[src/rtl/udiv_pkg.sv]
package udiv_pkg;
  typedef enum logic {
    ST_IDLE = 1'b0,
    ST_RUN  = 1'b1
  } udiv_state_e;
endpackage

[src/rtl/udiv_step.sv]
// One restoring iteration: shift {a,q} left, trial subtract, keep or restore.
module udiv_step #(
  parameter int N = 4
) (
  input  logic [N:0]   a_i,
  input  logic [N-1:0] q_i,
  input  logic [N-1:0] m_i,
  output logic [N:0]   a_o,
  output logic [N-1:0] q_o
);
  localparam int AQW = 2 * N + 1;

  logic [AQW-1:0] aq_sh;
  logic [N:0]     a_sh;
  logic [N:0]     trial;
  logic           neg;

  always_comb begin
    aq_sh = {a_i, q_i} << 1;
    a_sh  = aq_sh[AQW-1:N];
    trial = a_sh - {1'b0, m_i};
    neg   = trial[N];
    a_o   = neg ? a_sh : trial;
    q_o   = aq_sh[N-1:0] | {{(N-1){1'b0}}, ~neg};
  end
endmodule

[src/rtl/udiv_ctrl.sv]
module udiv_ctrl #(
  parameter int N = 4
) (
  input  logic clk_i,
  input  logic rst_ni,
  input  logic start_i,
  input  logic zero_div_i,
  output logic load_o,
  output logic iter_o,
  output logic busy_o,
  output logic done_o,
  output logic div_zero_o
);
  import udiv_pkg::*;

  localparam int CW = $clog2(N + 1);
  localparam logic [CW-1:0] LAST_CNT = CW'(N - 1);

  udiv_state_e    state_q;
  logic [CW-1:0]  cnt_q;
  logic           done_q;
  logic           dz_q;
  logic           last_iter;

  assign load_o    = start_i && (state_q == ST_IDLE);
  assign iter_o    = (state_q == ST_RUN);
  assign last_iter = iter_o && (cnt_q == '0);

  always_ff @(posedge clk_i or negedge rst_ni) begin
    if (!rst_ni) begin
      state_q <= ST_IDLE;
      cnt_q   <= '0;
      done_q  <= 1'b0;
      dz_q    <= 1'b0;
    end else begin
      done_q <= last_iter || (load_o && zero_div_i);
      if (load_o) begin
        dz_q    <= zero_div_i;
        cnt_q   <= LAST_CNT;
        state_q <= zero_div_i ? ST_IDLE : ST_RUN;
      end else if (iter_o) begin
        cnt_q <= cnt_q - 1'b1;
        if (last_iter) state_q <= ST_IDLE;
      end
    end
  end

  assign busy_o     = iter_o;
  assign done_o     = done_q;
  assign div_zero_o = dz_q;
endmodule

[src/rtl/seq_udiv.sv]
module seq_udiv #(
  parameter int N = 4
) (
  input  logic         clk_i,
  input  logic         rst_ni,
  input  logic         start_i,
  input  logic [N-1:0] dividend_i,
  input  logic [N-1:0] divisor_i,
  output logic         busy_o,
  output logic         done_o,
  output logic         div_zero_o,
  output logic [N-1:0] quotient_o,
  output logic [N-1:0] remainder_o
);
  logic [N:0]   a_q, a_nxt;
  logic [N-1:0] q_q, q_nxt;
  logic [N-1:0] m_q;
  logic         load, iter, zero_div;

  assign zero_div = (divisor_i == '0);

  udiv_ctrl #(.N(N)) i_ctrl (
    .clk_i      (clk_i),
    .rst_ni     (rst_ni),
    .start_i    (start_i),
    .zero_div_i (zero_div),
    .load_o     (load),
    .iter_o     (iter),
    .busy_o     (busy_o),
    .done_o     (done_o),
    .div_zero_o (div_zero_o)
  );

  udiv_step #(.N(N)) i_step (
    .a_i (a_q),
    .q_i (q_q),
    .m_i (m_q),
    .a_o (a_nxt),
    .q_o (q_nxt)
  );

  always_ff @(posedge clk_i or negedge rst_ni) begin
    if (!rst_ni) begin
      a_q <= '0;
      q_q <= '0;
      m_q <= '0;
    end else if (load) begin
      m_q <= divisor_i;
      if (zero_div) begin
        a_q <= {1'b0, dividend_i};
        q_q <= '1;
      end else begin
        a_q <= '0;
        q_q <= dividend_i;
      end
    end else if (iter) begin
      a_q <= a_nxt;
      q_q <= q_nxt;
    end
  end

  assign quotient_o  = q_q;
  assign remainder_o = a_q[N-1:0];
endmodule

[config.mk]
export PLATFORM = sky130hd
export DESIGN_NAME = seq_udiv
export DESIGN_NICKNAME = d
export VERILOG_FILES = /design/src/rtl/udiv_pkg.sv /design/src/rtl/udiv_step.sv /design/src/rtl/udiv_ctrl.sv /design/src/rtl/seq_udiv.sv
export SDC_FILE = /design/constraint.sdc
export NUM_CORES = 1
export LEC_CHECK = 0
export ABC_AREA = 1
export BUFFER_PORTS_ARGS = -buffer_cell sky130_fd_sc_hd__buf_2
export CORE_ASPECT_RATIO = 0.75
export CORE_UTILIZATION = 43
export CTS_BUF_LIST = sky130_fd_sc_hd__clkbuf_8
export DETAILED_ROUTE_END_ITERATION = 12
export RECOVER_POWER = 50
export SKIP_CTS_REPAIR_TIMING = 1
export SYNTH_ARGS = -nofsm -noshare
export SYNTH_HDL_FRONTEND = slang
export SYNTH_HIERARCHICAL = 1
export SYNTH_SLANG_ARGS = --single-unit
export TNS_END_PERCENT = 1
[constraint.sdc]
create_clock -name clk_i -period 2.7 [get_ports clk_i]
set_clock_uncertainty 0.05 [all_clocks]
set_input_delay 0.54 -clock clk_i [delete_from_list [all_inputs] [get_ports clk_i]]
set_output_delay 0.54 -clock clk_i [all_outputs]
set_load 0.03 [all_outputs]
==> summary.txt <==
Metal1 wirelength -> 1.23 mm
Reg2reg path depth -> 13
Via Count -> 911
Critical path cell sequence -> inv_1, ha_1, fa_1, inv_1, a21oi_1, o21bai_1, ha_1, inv_1, a21oi_1, o21ai_0, nand2_1, o21ai_0, a21oi_1
Setup TNS -> 0 ns
Pwr Density -> 1400 mW/mm2
Syn Nets -> 161
Status -> complete, no violations
Non-Filler Instances -> 190
Clock sinks -> 18
LEAKAGE -> 0.645 nW
Multi-input logic area -> 518 um2
Die Area -> 0.00286 mm2
Core Rows -> 15
Max_slew headroom -> 32.0%
DP Cell Count -> 187
Worst Setup End Kind -> flip-flop
Chip width -> 61.4 um
Syn avg cell area -> 8.01 um2
# IOs -> 22
Detail Route Antenna Nets -> 0
Final Hold Viols -> 0
Sequential share of power -> 30.2%
Sw frac -> 49.7%
Share of cells above drive strength 1 -> 21.8%
Clk slew on worst S/H paths -> 0.07 ns
Root buffer cell -> clkbuf_8
# setup viols final -> 0
Fin. max-slew vios -> 0
DR WL met3 -> 67 um
Critical Path Fanout Max -> 7
# diodes -> 0
CTS tree -> yes
Cells after Synth -> 142
Seq. cell area -> 450 um2
Synthesized area -> 0.00114 mm2
Initial DRC count -> 38
Internal power -> 0.869 mW
Area Overhead vs Synth -> 8.58%
GP Congestion -> 0.803
Critical path data arrival time -> 2.41 ns
CORE AREA -> 0.00240 mm2
Max incr delay on CP -> 0.37 ns
Vias per Instance -> 4.79
Worst slew pin tran -> 1.02 ns
Congestion Overflow GR -> 0
Global-route wire length before repair -> 3.73 mm
GRT Resource Usage Total -> 18.8%
Hold crit path type -> in2async
Largest net degree at the start of global routing -> 19
RSZ-0062 raised after global routing -> no
Vias in the first global route -> 803
Drt pass-1 iters -> 4
Max Cap Viol -> 0
Min Hold Slack -> 0.385 ns
Worst endpoint required time -> 2.79 ns
Initial Utilization -> 47.3%
Crit-path slowest cell -> dfrtp_1
Buffers on Ports -> 21
Clock Path Buffers -> 2
Clock Latency Late Sink -> 0.25 ns
VDD IR max -> 0.521 mV
Number of remaining DRC errors -> 0
Switching pwr -> 0.859 mW
Peak Freq -> 430 MHz
Worst Setup Start Kind -> flip-flop
Combinational Power Share -> 59.1%
Htree depth -> 1
Layout fillers -> 256
Top sig layer -> met4
Final period util -> 86.1%
Detail Placement HPWL -> 1.70 mm
Fin crit period -> 2.32 ns
Crit path kind -> reg2reg
Yosys Warn Count -> 6
Final #Nets -> 177
Drt wl/cell -> 11.8 um
Die span in y -> 46.5 um
Total CTS buffers -> 3
Clk pwr share -> 10.7%
Drt total wl -> 2.25 mm
Met2 wire length -> 929 um
Tot Pwr -> 1.73 mW
Initial antenna violation count -> 0
## cell usage in the layout (no fill, tap or decap), types with 2 or more instances in the layout
master / count
o21ai_0: 12
clkinv_1: 2
ha_1: 7
inv_2: 4
nor2_2: 2
buf_2: 20
nand4_1: 2
a21oi_1: 10
nand2_1: 32
clkbuf_8: 3
nor2_1: 7
inv_1: 15
dfrtp_1: 18
nand3_1: 10
## metal layers
layer	vias up	GRT usage [%]
met5	-	0
met4	0	8.00
li1	477	-
met3	2	5.34
met1	420	27.1
met2	12	26.3
## through the flow
step	cell area, um2	setup slack, ns	util, %
after floorplan	1140	0.344	-
after global placement	1200	0.442	50.1
after detailed placement	1200	0.370	50.1
after CTS	1240	0.361	51.8
after global routing	1230	0.120	51.4
final	1230	0.377	51.4
## layout make-up
class,instances,area share (%)
Clock buffer,3,3.34
Sequential cell,18,36.5
Tap cell,34,3.44
Multi-Input combinational cell,93,41.9
Timing Repair Buffer,21,8.41
Inverter,21,6.38
## final timing paths
kind	from	end	slack [ns]
setup reg to reg	quotient_o[3]$_DFFE_PN0P_	a_q[2]$_DFFE_PN0P_	0.38
hold reg to reg	m_q[2]$_DFFE_PN0P_	m_q[2]$_DFFE_PN0P_	0.42
min in group clk_i	m_q[2]$_DFFE_PN0P_	m_q[2]$_DFFE_PN0P_	0.42
setup / recovery	quotient_o[3]$_DFFE_PN0P_	a_q[2]$_DFFE_PN0P_	0.38
hold / removal	rst_ni	a_q[2]$_DFFE_PN0P_	0.38
max in group asynchronous	rst_ni	quotient_o[1]$_DFFE_PN0P_	1.59
## state kept, by name, indices dropped and copies added (netlist names)
name	flops
i_ctrl/done_o	1
a_q	4
i_ctrl/div_zero_o	1
i_ctrl/cnt_q	3
i_ctrl/busy_o	1
m_q	4
quotient_o	4
## power by group through the flow
stage	Combinational [mW]	Sequential, mW	Clock [mW]
after floorplan	0.816	0.585	0
after global placement	1.02	0.525	0
after detailed placement	1.03	0.528	0
after CTS	1.04	0.524	0.196
after global routing	1.17	0.543	0.202
final	1.02	0.522	0.185
## worst max-delay path: cells and delay by family (launching register included)
kind	cells	cell delay [ns]
adder cells (fa/ha/maj)	3	0.86
AO/OA/AOI/OAI	6	0.55
flip-flops	1	0.37
buffers and inverters	3	0.32
AND/OR/NAND/NOR	1	0.06
No activity file was read; power rests on OpenSTA's default activity.
